===== src/rtl/booth_pkg.sv =====
package booth_pkg;

  // Strobes sent from the sequencer to the datapath each cycle.
  typedef struct packed {
    logic load;  // capture operands, clear the accumulator half
    logic step;  // perform one recode/add/shift iteration
  } mulCtrl_t;

  typedef enum logic {
    ST_IDLE = 1'b0,
    ST_RUN  = 1'b1
  } mulState_t;

endpackage


===== src/rtl/booth_step.sv =====
// One Booth iteration on the upper half: recode the bit pair and
// add, subtract or pass, with one extra bit of headroom.
module booth_step #(
  parameter int WIDTH = 32
) (
  input  logic [WIDTH-1:0] upperHalf,
  input  logic [WIDTH-1:0] mcand,
  input  logic             curBit,
  input  logic             prevBit,
  output logic [WIDTH:0]   stepOut
);
  logic [WIDTH:0] upperExt;
  logic [WIDTH:0] mcandExt;

  assign upperExt = {upperHalf[WIDTH-1], upperHalf};
  assign mcandExt = {mcand[WIDTH-1], mcand};

  always_comb begin
    unique case ({curBit, prevBit})
      2'b10:   stepOut = upperExt - mcandExt;  // run of ones begins
      2'b01:   stepOut = upperExt + mcandExt;  // run of ones ends
      default: stepOut = upperExt;             // inside a run
    endcase
  end
endmodule


===== src/rtl/booth_ctrl.sv =====
module booth_ctrl
  import booth_pkg::*;
#(
  parameter int WIDTH = 32
) (
  input  logic     clk,
  input  logic     rstN,
  input  logic     start,
  output mulCtrl_t ctrlBus,
  output logic     busy,
  output logic     done
);
  localparam int CNT_W = (WIDTH > 2) ? $clog2(WIDTH) : 1;
  localparam logic [CNT_W-1:0] LAST_ITER = CNT_W'(WIDTH - 1);

  mulState_t         state;
  logic [CNT_W-1:0]  iterCnt;
  logic              doneReg;

  always_ff @(posedge clk) begin
    if (!rstN) begin
      state   <= ST_IDLE;
      iterCnt <= '0;
      doneReg <= 1'b0;
    end else begin
      doneReg <= 1'b0;
      unique case (state)
        ST_IDLE: begin
          if (start) begin
            state   <= ST_RUN;
            iterCnt <= '0;
          end
        end
        ST_RUN: begin
          if (iterCnt == LAST_ITER) begin
            state   <= ST_IDLE;
            doneReg <= 1'b1;
          end else begin
            iterCnt <= iterCnt + 1'b1;
          end
        end
        default: state <= ST_IDLE;
      endcase
    end
  end

  always_comb begin
    ctrlBus.load = (state == ST_IDLE) && start;
    ctrlBus.step = (state == ST_RUN);
  end

  assign busy = (state == ST_RUN);
  assign done = doneReg;
endmodule


===== src/rtl/booth_datapath.sv =====
module booth_datapath
  import booth_pkg::*;
#(
  parameter int WIDTH = 32
) (
  input  logic               clk,
  input  logic               rstN,
  input  mulCtrl_t           ctrlBus,
  input  logic [WIDTH-1:0]   multiplicand,
  input  logic [WIDTH-1:0]   multiplier,
  output logic [2*WIDTH-1:0] product
);
  localparam int PW = 2 * WIDTH;

  logic [PW-1:0]    prodReg;   // upper: accumulator, lower: remaining multiplier
  logic [WIDTH-1:0] mcandReg;
  logic             prevBit;   // bit to the right of prodReg[0]
  logic [WIDTH:0]   stepOut;

  booth_step #(.WIDTH(WIDTH)) i_step (
    .upperHalf (prodReg[PW-1:WIDTH]),
    .mcand     (mcandReg),
    .curBit    (prodReg[0]),
    .prevBit   (prevBit),
    .stepOut   (stepOut)
  );

  always_ff @(posedge clk) begin
    if (!rstN) begin
      prodReg  <= '0;
      mcandReg <= '0;
      prevBit  <= 1'b0;
    end else if (ctrlBus.load) begin
      prodReg  <= {{WIDTH{1'b0}}, multiplier};
      mcandReg <= multiplicand;
      prevBit  <= 1'b0;
    end else if (ctrlBus.step) begin
      // arithmetic shift right of {stepOut, lower half}, keeping 2*WIDTH bits
      prodReg  <= {stepOut, prodReg[WIDTH-1:1]};
      prevBit  <= prodReg[0];
    end
  end

  assign product = prodReg;
endmodule


===== src/rtl/booth_seq_mult.sv =====
module booth_seq_mult
  import booth_pkg::*;
#(
  parameter int WIDTH = 32
) (
  input  logic               clk,
  input  logic               rstN,
  input  logic               start,
  input  logic [WIDTH-1:0]   multiplicand,
  input  logic [WIDTH-1:0]   multiplier,
  output logic               busy,
  output logic               done,
  output logic [2*WIDTH-1:0] product
);
  mulCtrl_t ctrlBus;

  booth_ctrl #(.WIDTH(WIDTH)) i_ctrl (
    .clk     (clk),
    .rstN    (rstN),
    .start   (start),
    .ctrlBus (ctrlBus),
    .busy    (busy),
    .done    (done)
  );

  booth_datapath #(.WIDTH(WIDTH)) i_dp (
    .clk          (clk),
    .rstN         (rstN),
    .ctrlBus      (ctrlBus),
    .multiplicand (multiplicand),
    .multiplier   (multiplier),
    .product      (product)
  );
endmodule


===== config.mk =====
export PLATFORM = sky130hd
export DESIGN_NAME = booth_seq_mult
export DESIGN_NICKNAME = d
export VERILOG_FILES = /design/src/rtl/booth_pkg.sv /design/src/rtl/booth_step.sv /design/src/rtl/booth_ctrl.sv /design/src/rtl/booth_datapath.sv /design/src/rtl/booth_seq_mult.sv
export SDC_FILE = /design/constraint.sdc
export NUM_CORES = 1
export LEC_CHECK = 0
export CORE_UTILIZATION = 45
export CTS_CLUSTER_DIAMETER = 50
export DETAILED_ROUTE_END_ITERATION = 16
export PLACE_DENSITY_LB_ADDON = 0.1
export SYNTH_ARGS = -nofsm -noshare
export SYNTH_HDL_FRONTEND = slang
export SYNTH_HIERARCHICAL = 1
export SYNTH_SLANG_ARGS = --single-unit
export TNS_END_PERCENT = 30

===== constraint.sdc =====
create_clock -name clk -period 3.35 [get_ports clk]
set_input_delay 0.67 -clock clk [delete_from_list [all_inputs] [get_ports clk]]
set_output_delay 0.67 -clock clk [all_outputs]
set_load 0.02 [all_outputs]

==> results of run 1 <==
==> final cells by class <==
cell class | count | share of cell area (%)
clock inverters | 5 | 0.637
inverters | 17 | 0.625
clock buffers | 11 | 2.28
well taps | 216 | 2.65
repair buffers | 261 | 22.5
multi-input cells | 677 | 50.8
flip-flops and latches | 104 | 20.5
==> cells in the final DEF (no fill, tap or decap), types with 14 or more instances in the layout <==
master and instances:
dfxtp_1 99, ha_1 35, o21ai_0 35, inv_1 16, o211a_1 33, mux2_4 14, mux2i_1 65, nor3_1 15
buf_4 128, a21oi_1 41, xor2_1 38, nor2b_1 34, nand2b_1 38, xnor2_1 16, clkdlybuf4s50_1 131, mux2_2 23
nand2_1 52, nor2_1 78
==> repair_timing <==
action	in CTS	in global routing
endpoints found under the hold margin	0	0
pin swaps	12	29
setup endpoints to repair	18	21
hold buffers	0	0
gates resized for setup	14	35
gates cloned	0	0
setup buffers	2	4
==> sequential cells by signal (all words and copies together), names as in the netlist <==
name and flops:
i_dp/prevBit 1, i_ctrl/iterCnt 5, i_dp/product 64, i_ctrl/busy 1
i_ctrl/done 1, i_dp/mcandReg 32
==> routing by layer <==
metal	track usage, %	vias to the layer above	wire length, µm
li1	-	3491	-
met4	8.21	0	392
met3	5.00	26	1090
met2	37.8	165	9050
met1	31.0	3180	9310
met5	0	-	0
==> kinds of logic after synthesis <==
family          count (synthesis)
mux                           102
flops                         104
buf+inv                        65
xor+xnor                       55
compound gates                198
simple gates                  284
fa+ha+maj                      38
==> worst max path at each step <==
stage | to | slack (ns) | cells after the start
6_report | i_dp/product[63]$_SDFFE_PP0P_ | -0.40 | 17
3_3_place_gp | i_dp/product[55]$_SDFFE_PP0P_ | -0.36 | 15
4_1_cts | i_dp/product[63]$_SDFFE_PP0P_ | -0.39 | 16
5_1_grt | i_dp/product[63]$_SDFFE_PP0P_ | -0.59 | 18
2_1_floorplan | i_dp/product[63]$_SDFFE_PP0P_ | -0.19 | 18
3_5_place_dp | i_dp/product[59]$_SDFFE_PP0P_ | -0.44 | 15
==> power groups by stage <==
stage	combinational [µW]	sequential, µW	clock (µW)
5_1_grt	2000	1390	1180
3_3_place_gp	1710	1410	0
2_1_floorplan	970	1460	0
4_1_cts	1750	1380	1130
3_5_place_dp	1710	1410	0
6_report	1840	1380	1100
==> stage by stage <==
| step | hold slack [ns] | setup TNS, ns | utilization [%] |
|---|---|---|---|
| final | 0.499 | -3.35 | 63.8 |
| after floorplan | 0.465 | -0.981 | - |
| after CTS | 0.505 | -3.75 | 62.8 |
| after global placement | 0.483 | -3.47 | 60.6 |
| after detailed placement | 0.495 | -4.36 | 60.6 |
| after global routing | 0.531 | -6.78 | 63.8 |
==> tightest hold or removal path: cells and delay by family (launching register included) <==
| kind | cells | cell delay, ns |
|---|---|---|
| flops | 1 | 0.33 |
| compound gates | 2 | 0.13 |
==> results.txt, run 1 <==
DR WL/cell: 15.4 µm
Initial antenna violation count: 0
CTS sink count: 104
Clock latency on the worst-skew pair: 0.36 ns
Design Area, Final: 10200 µm²
Area leader, netlist: dfxtp_1
Synth area leaders: dfxtp_1 (28%), mux2i_1 (8.8%), ha_1 (6.3%), xor2_1 (4.5%), o211a_1 (4.5%)
Post-Syn Nets: 951
Path depth of the worst reg2reg path: 17
Area of the multi-input gates: 5190 µm²
Filler Cells Inserted: 1424
Status: finished, violations left
Core ar.: 16000 µm²
RSZ-0062 raised after global routing: true
Clk root buf: clkbuf_16
RR Startpoint: i_dp/mcandReg[7]$_SDFFE_PN0P_
Clock H-tree levels: 3
Area Growth Syn to Fin: 37.9%
Remaining Overflow, GRT: 0
ANT cells: 0
Commonest cells in the netlist: dfxtp_1 (104), nor2_1 (81), mux2i_1 (65)
Final Max Slew Viols: 0
Logic gate share of total power: 42.6%
Fin crit share: 112%
Placed cell count: 1269
Share of cells above drive strength 1: 22.5%
Post-synthesis xor/xnor area fraction: 6.50%
Post-synth cell types: 73
Synth Area in Compound Gates: 18.6%
Data arrival, critical path: 4.05 ns
Avg Cell Area, Syn: 8.76 µm²
Routed Antenna Nets: 0
Gate Count Post-Synth: 846
DRT iter0 DRCs: 382
Critical path class: flip-flop to flip-flop
# DRC: 0
Clock power share: 25.4%
TritonCTS clock tree: yes
IO Port Bufs: 132
Post-synth EDFFs: 0
PnR worst setup slack: -0.405 ns
Yosys reg bits: 104
Top_reg_cell synth: dfxtp_1
First-pass GRT wire length: 31.6 mm
Max Root-Sink Buffers: 2
GP Congestion: 0.870
Nets: 1175
Reg2reg end: i_dp/product[63]$_SDFFE_PP0P_
Sw Ratio: 34.4%
Multiplexer share of the synthesized area: 15.1%
Internal: 2840 µW
Routed vias: 6862
Power density cells: 423 nW/µm²
WL final: 19.8 mm
Hold Path Depth: 2
Dpl cell area: 9690 µm²
Post-Route Skew: 0.00688 ns
Fin. Hold Viols: 0
Upper clock frequency limit: 266 MHz
Starting Density: 46.3%
CP delay by family, top: simple AND/OR/NAND/NOR gates
First-pass DRT Iterations: 5
Worst Setup End Kind: flip-flop
Fin cells: 1291
P_leak: 0.00449 µW
Total power: 4320 µW
Die area: 17000 µm²
Buf/Inv on CP: 0
Post-synth ARST share: 0%
Setup crit start kind: flip-flop
Leading cell type by number of instances after synthesis: dfxtp_1
Slew @ Worst Pin: 0.639 ns
Setup Viol. Count Final: 15
Slowest CP cell: or4_4
Post-Synth Adder-Cell Area: 6.52%
Relative slew margins: 57.4%
Drt via density: 5.32
IR drop worst, VDD: 0.280 mV
Vias in the first global route: 6381
Count of boundary I/O pins: 133
CP Cell Sequence: or4_4, nor4_4, and4_4, nand2_4, nor4_2, nor2_1, xor2_1, ha_1, nand4_1, nor2_1, a221o_1, a21oi_2, nand4_1, mux2_2, o2111ai_1, mux2i_1, nor2_1
Switching pwr: 1490 µW
Period minus WS final: 3.75 ns
Cell Area, Synth: 7410 µm²
All-layer global routing usage: 23.5%
Die Y: 130 µm
Critical Path Most Common Cell: nor2_1
Worst hold path class: flip-flop to flip-flop
Max_cap viols: 0
Register area: 2090 µm²
Site Rows: 46
Flop pwr share: 31.9%
Largest net degree at the start of global routing: 61
Synth warn: 6
Sequential fraction of the synthesis area: 28.1%
Largest family of logic cells by synthesized area: simple AND/OR/NAND/NOR gates
CP startpoint: i_dp/mcandReg[7]$_SDFFE_PN0P_
Num CTS Buffers: 9
CP max FO: 5
Clock transition at path regs: 0.08 ns
Failing checks: negative setup slack
Reg2Reg Setup Slack: -0.40 ns
DP Wirelength: 14.6 mm
DP Worst Slack: -0.440 ns
Post-synth top area share: 28.1%
DIE WIDTH: 130 µm
Max incr delay on CP: 0.54 ns
Worst Hold End: i_ctrl/iterCnt[1]$_SDFFE_PN0P_
CP required: 3.65 ns
Post-synthesis simple-gate area fraction: 20.7%
HP Start: i_ctrl/iterCnt[1]$_SDFFE_PN0P_
No activity file was read; power rests on OpenSTA's default activity.
==> run 2, diff against run 1 <==
--- a/config.mk
+++ b/config.mk
@@ -9,6 +9,7 @@
 export CTS_CLUSTER_DIAMETER = 50
 export DETAILED_ROUTE_END_ITERATION = 16
 export PLACE_DENSITY_LB_ADDON = 0.1
+export REMOVE_ABC_BUFFERS = 1
 export SYNTH_ARGS = -nofsm -noshare
 export SYNTH_HDL_FRONTEND = slang
 export SYNTH_HIERARCHICAL = 1
==> results.txt, run 2 (same netlist as run 1, synthesis figures left out) <==
# DRC: 0 (unchanged)
Routed Antenna Nets: 0 (unchanged)
Num CTS Buffers: 9 (unchanged)
DR WL/cell: 15.2 µm (-1.4%)
Drt via density: 5.26 (-1.1%)
Fin cells: 1309 (+1.4%)
Buf/Inv on CP: 1 (+1)
CP required: 3.65 ns (about the same)
Failing checks: negative setup slack
CP delay by family, top: simple AND/OR/NAND/NOR gates
Vias in the first global route: 6455 (+1.2%)
GP Congestion: 0.899 (+3.3%)
Die Y: 130 µm (unchanged)
All-layer global routing usage: 24.1% (+0.62 points)
Setup crit start kind: flip-flop
Routed vias: 6879 (+0.25%)
Share of cells above drive strength 1: 23.8% (+1.3 points)
Count of boundary I/O pins: 133 (unchanged)
DRT iter0 DRCs: 379 (-0.79%)
Post-Route Skew: 0.00787 ns (+0.000994 ns)
DIE WIDTH: 130 µm (unchanged)
Final Max Slew Viols: 0 (unchanged)
Remaining Overflow, GRT: 0 (unchanged)
Period minus WS final: 3.78 ns (+0.0267 ns)
Initial antenna violation count: 0 (unchanged)
Fin crit share: 113% (+0.80 points)
Most common cell after layout, fill and taps aside: buf_4
Most frequent cells in the layout: buf_4 (147), clkdlybuf4s50_1 (131), dfxtp_1 (102)
Worst Setup End Kind: flip-flop
Clk root buf: clkbuf_16
Relative slew margins: 49.1% (-8.3 points)
Max incr delay on CP: 0.55 ns (about the same)
Placed cell count: 1285 (+1.3%)
Critical path class: flip-flop to flip-flop
Starting Density: 46.3% (unchanged)
Core ar.: 16000 µm² (unchanged)
Clock H-tree levels: 3 (unchanged)
Max_cap viols: 0 (unchanged)
Nets: 1193 (+1.5%)
Max Root-Sink Buffers: 2 (unchanged)
Clock transition at path regs: 0.08 ns (about the same)
Hold WS: 0.505 ns (+0.00604 ns)
TritonCTS clock tree: yes
Hold buffers post-CTS: 0 (unchanged)
First-pass GRT wire length: 32.2 mm (+2.0%)
WL final: 19.8 mm (about the same)
Power density cells: 426 nW/µm² (+0.72%)
Setup Viol. Count Final: 15 (unchanged)
Status: finished, violations left
IO Port Bufs: 132 (unchanged)
Number of flip-flops under the largest register name: 64 (unchanged)
Worst hold path class: flip-flop to flip-flop
ANT cells: 0 (unchanged)
Upper clock frequency limit: 264 MHz (-0.70%)
DP Wirelength: 15.2 mm (+4.2%)
Die area: 17000 µm² (unchanged)
PnR worst setup slack: -0.431 ns (-0.0267 ns)
Slew @ Worst Pin: 0.764 ns (+0.125 ns)
CTS sink count: 104 (unchanged)
CP Cell Sequence: or4_4, nor4_4, and4_4, nor2_1, xor2_1, ha_1, buf_4, a21oi_1, o21ai_1, a221o_1, a21oi_2, nand4_1, mux2_2, o2111ai_1, mux2i_1, nor2_1
IR drop worst, VDD: 0.287 mV (+2.5%)
Largest net degree at the start of global routing: 65 (+6.6%)
Slowest CP cell: or4_4
CP max FO: 4 (-1)
Total power: 4420 µW (+2.3%)
First-pass DRT Iterations: 4 (-1)
RSZ-0062 raised after global routing: true
Fin. Hold Viols: 0 (unchanged)
Data arrival, critical path: 4.08 ns (+0.03 ns)
Clock latency on the worst-skew pair: 0.36 ns (about the same)
Critical Path Most Common Cell: nor2_1
Site Rows: 46 (unchanged)
P_leak: 0.00459 µW (+2.2%)
Area Growth Syn to Fin: 40.0%
## run 2: cell types whose count changed in the layout (fill, tap and decap cells not counted), sizes merged
cell	before	now
inv	18	19
buf	130	148
clkinv	1	3
clkbuf	11	10
clkinvlp	2	0
## run 2: report_power, final
part / switching, µW / internal (µW) / total (µW)
Clock: 530 / 615 / 1140
Combinational: 914 / 978 / 1890
Sequential: 75.6 / 1310 / 1380
Total: 1520 / 2900 / 4420
## run 2: layout make-up
type / count / area [µm²]
fillers: 1424 / 5630
multi-input cells: 677 / 5210
repair buffers: 279 / 2420
flip-flops and latches: 104 / 2090
well taps: 216 / 270
clock buffers: 10 / 239
clock inverters: 6 / 75.1
inverters: 17 / 63.8
## run 2: path summary, 6_finish.rpt
check             slack (ns)  cells past startpoint                        endpoint                      startpoint
setup / recovery       -0.43                     16   i_dp/product[63]$_SDFFE_PP0P_   i_dp/mcandReg[7]$_SDFFE_PN0P_
hold / removal          0.51                      2  i_ctrl/iterCnt[4]$_SDFFE_PN0P_  i_ctrl/iterCnt[4]$_SDFFE_PN0P_
setup reg to reg       -0.43                     16   i_dp/product[63]$_SDFFE_PP0P_   i_dp/mcandReg[7]$_SDFFE_PN0P_
hold reg to reg         0.51                      2  i_ctrl/iterCnt[4]$_SDFFE_PN0P_  i_ctrl/iterCnt[4]$_SDFFE_PN0P_
## run 2: tightest hold or removal path, stage by stage (launching register included)
cell	delay [ns]
dfxtp_1	0.33
o21ai_0	0.08
a21boi_1	0.06
## run 2: per-layer routing
metal / GRT usage, % / part of all wire [%]
met5: 0 / 0
met4: 7.59 / 1.6
met3: 5.54 / 5.9
met2: 37.0 / 43
met1: 33.4 / 49
## run 2: stage by stage
step                      instance area, µm²  worst slack [ns]  TNS [ns]  utilization, %
after floorplan                         7150             -3.76   -328.42               -
after global placement                  9790            -0.412     -3.90            61.2
after detailed placement                9790            -0.463     -4.50            61.2
after CTS                              10200            -0.388     -4.15            63.7
after global routing                   10400            -0.605     -7.52            64.8
final                                  10400            -0.431     -3.84            64.8
## run 2: what timing repair did
| item | CTS | global route |
|---|---|---|
| buffers inserted | 3 | 5 |
| gates cloned | 0 | 0 |
| gates resized for setup | 17 | 35 |
| endpoints found under the setup margin | 19 | 20 |
| pin swaps | 11 | 19 |
==> run 3, diff against run 2 <==
--- a/config.mk
+++ b/config.mk
@@ -5,6 +5,7 @@
 export SDC_FILE = /design/constraint.sdc
 export NUM_CORES = 1
 export LEC_CHECK = 0
+export CORE_MARGIN = 2
 export CORE_UTILIZATION = 45
 export CTS_CLUSTER_DIAMETER = 50
 export DETAILED_ROUTE_END_ITERATION = 16
==> results.txt, run 3 (same netlist as run 1, synthesis figures left out) <==
Status: finished, violations left
Failing checks: negative setup slack
Clock latency on the worst-skew pair: 0.35 ns (about the same)
Worst hold path class: flip-flop to flip-flop
Final Max Slew Viols: 0 (unchanged)
IO Port Bufs: 132 (unchanged)
Share of cells above drive strength 1: 22.2% (-1.6 points)
ANT cells: 0 (unchanged)
Num CTS Buffers: 9 (unchanged)
Largest net degree at the start of global routing: 65 (unchanged)
Critical Path Most Common Cell: nor2_1
P_leak: 0.00455 µW (-1.0%)
Clk root buf: clkbuf_16
DP Wirelength: 15.2 mm (-0.23%)
Total power: 4420 µW (about the same)
Site Rows: 46 (unchanged)
CTS sink count: 104 (unchanged)
Critical path class: flip-flop to flip-flop
Setup Viol. Count Final: 16 (+1)
Switching pwr: 1500 µW (-1.2%)
Number of flip-flops under the largest register name: 64 (unchanged)
Initial antenna violation count: 0 (unchanged)
Worst Setup End Kind: flip-flop
Slew @ Worst Pin: 0.700 ns (-0.0643 ns)
IR drop worst, VDD: 0.246 mV (-14%)
Post-Route Skew: 0.00951 ns (+0.00163 ns)
Logic gate share of total power: 41.6% (-1.2 points)
CP required: 3.58 ns (-0.07 ns)
Drt via density: 5.24 (-0.23%)
WL final: 20.2 mm (+1.6%)
TritonCTS clock tree: yes
Most frequent cells in the layout: buf_4 (141), clkdlybuf4s50_1 (131), dfxtp_1 (100)
Power density cells: 431 nW/µm² (+1.1%)
Routed vias: 6832 (-0.68%)
Fin crit share: 113% (-0.18 points)
Max_cap viols: 0 (unchanged)
Setup TNS: -3.18 ns (+0.664 ns)
Placed cell count: 1282 (-0.23%)
PnR worst setup slack: -0.426 ns (+0.00586 ns)
Core ar.: 16000 µm² (unchanged)
Fin cells: 1303 (-0.46%)
Vias in the first global route: 6374 (-1.3%)
Nets: 1187 (-0.50%)
DR WL/cell: 15.5 µm (+2.1%)
Internal: 2920 µW (+0.53%)
Sw Ratio: 34.0% (-0.39 points)
Hold buffers post-CTS: 0 (unchanged)
Clock power share: 26.9% (+1.0 points)
First-pass DRT Iterations: 5 (+1)
Clock H-tree levels: 3 (unchanged)
Area Growth Syn to Fin: 38.3%
Data arrival, critical path: 4.01 ns (-0.07 ns)
RSZ-0062 raised after global routing: true
Fin. Hold Viols: 0 (unchanged)
Count of boundary I/O pins: 133 (unchanged)
DIE WIDTH: 132 µm (+1.5%)
First-pass GRT wire length: 32.6 mm (+1.2%)
Die Y: 132 µm (+1.5%)
Starting Density: 46.3% (unchanged)
Filler Cells Inserted: 1471 (+3.3%)
# DRC: 0 (unchanged)
Slowest CP cell: or4_4
GP Congestion: 0.895 (-0.40%)
All-layer global routing usage: 22.6% (-1.5 points)
Die area: 17500 µm² (+3.1%)
Most common cell after layout, fill and taps aside: buf_4
Relative slew margins: 53.3% (+4.3 points)
CP max FO: 4 (unchanged)
Flop pwr share: 31.5% (+0.2 points)
Setup crit start kind: flip-flop
Routed Antenna Nets: 0 (unchanged)
Remaining Overflow, GRT: 0 (unchanged)
CP Cell Sequence: or4_4, nor4_4, and4_4, nand2_4, nor3b_2, nor2_1, xor2_1, ha_1, a21o_1, a221o_1, a21oi_2, a32oi_1, a31oi_1, o2111ai_1, mux2i_1, nor2_1
Clock transition at path regs: 0.08 ns (about the same)
Max incr delay on CP: 0.55 ns (about the same)
Max Root-Sink Buffers: 2 (unchanged)
Period minus WS final: 3.78 ns (-0.00586 ns)
Upper clock frequency limit: 265 MHz (+0.16%)
DRT iter0 DRCs: 307 (-19%)
## run 3: changes by cell type in the layout (fill, tap and decap cells not counted), moves of 4 or more
cell,change
buf_4,-6
o21ai_0,+5
nor3_2,-4
o21ai_1,-4
nor3_1,+4
## run 3: critical path, delay by kind of cell (launching register included)
family | cells | cell delay (ns)
AND/OR/NAND/NOR | 7 | 1.49
XOR/XNOR | 1 | 0.22
multiplexers | 1 | 0.16
flip-flops | 1 | 0.32
adder cells (fa/ha/maj) | 1 | 0.31
AO/OA/AOI/OAI | 6 | 1.14
## run 3: power groups by stage
stage	sequential, µW	clock [µW]	combinational, µW
3_3_place_gp	1420	0	1750
5_1_grt	1400	1270	1990
6_report	1390	1190	1840
4_1_cts	1390	1230	1800
3_5_place_dp	1420	0	1760
2_1_floorplan	1480	0	932
## run 3: path summary, 6_finish.rpt
| path | startpoint | endpoint | slack (ns) | depth (start not counted) |
|---|---|---|---|---|
| min | i_ctrl/iterCnt[4]$_SDFFE_PN0P_ | i_ctrl/iterCnt[4]$_SDFFE_PN0P_ | 0.51 | 2 |
| min reg2reg | i_ctrl/iterCnt[4]$_SDFFE_PN0P_ | i_ctrl/iterCnt[4]$_SDFFE_PN0P_ | 0.51 | 2 |
| max reg2reg | i_dp/mcandReg[3]$_SDFFE_PN0P_ | i_dp/product[63]$_SDFFE_PP0P_ | -0.43 | 16 |
| max | i_dp/mcandReg[3]$_SDFFE_PN0P_ | i_dp/product[63]$_SDFFE_PP0P_ | -0.43 | 16 |
## run 3: what timing repair did
| action | CTS | global route |
|---|---|---|
| buffers inserted | 3 | 2 |
| setup endpoints to repair | 18 | 21 |
| gates resized for setup | 17 | 13 |
| pin swaps | 14 | 16 |
## run 3: metrics by stage
step           utilization, %  hold slack, ns  cell area, µm²  worst slack [ns]
3_3_place_gp             61.0           0.486            9770            -0.391
3_5_place_dp             61.0           0.498            9770            -0.498
2_1_floorplan               -           0.465            7150             -3.76
5_1_grt                  64.0           0.555           10200            -0.642
6_report                 64.0           0.507           10200            -0.426
4_1_cts                  63.7           0.510           10200            -0.366
## run 3: cell type report
type                    count  area (µm²)  share of cell area (%)
multi-input cells         677        5120                    49.9
repair buffers            273        2370                    23.2
flip-flops and latches    104        2090                    20.4
well taps                 216         270                    2.64
clock inverters             5        68.8                   0.672
inverters                  17        63.8                   0.623
clock buffers              11         264                    2.58
## run 3: per-layer routing
metal	global-route usage, %	vias up	part of all wire, %
li1	-	3515	-
met1	31.6	3135	49
met2	35.6	162	44
met3	4.96	20	6.0
met4	5.50	0	1.3
met5	0	-	0
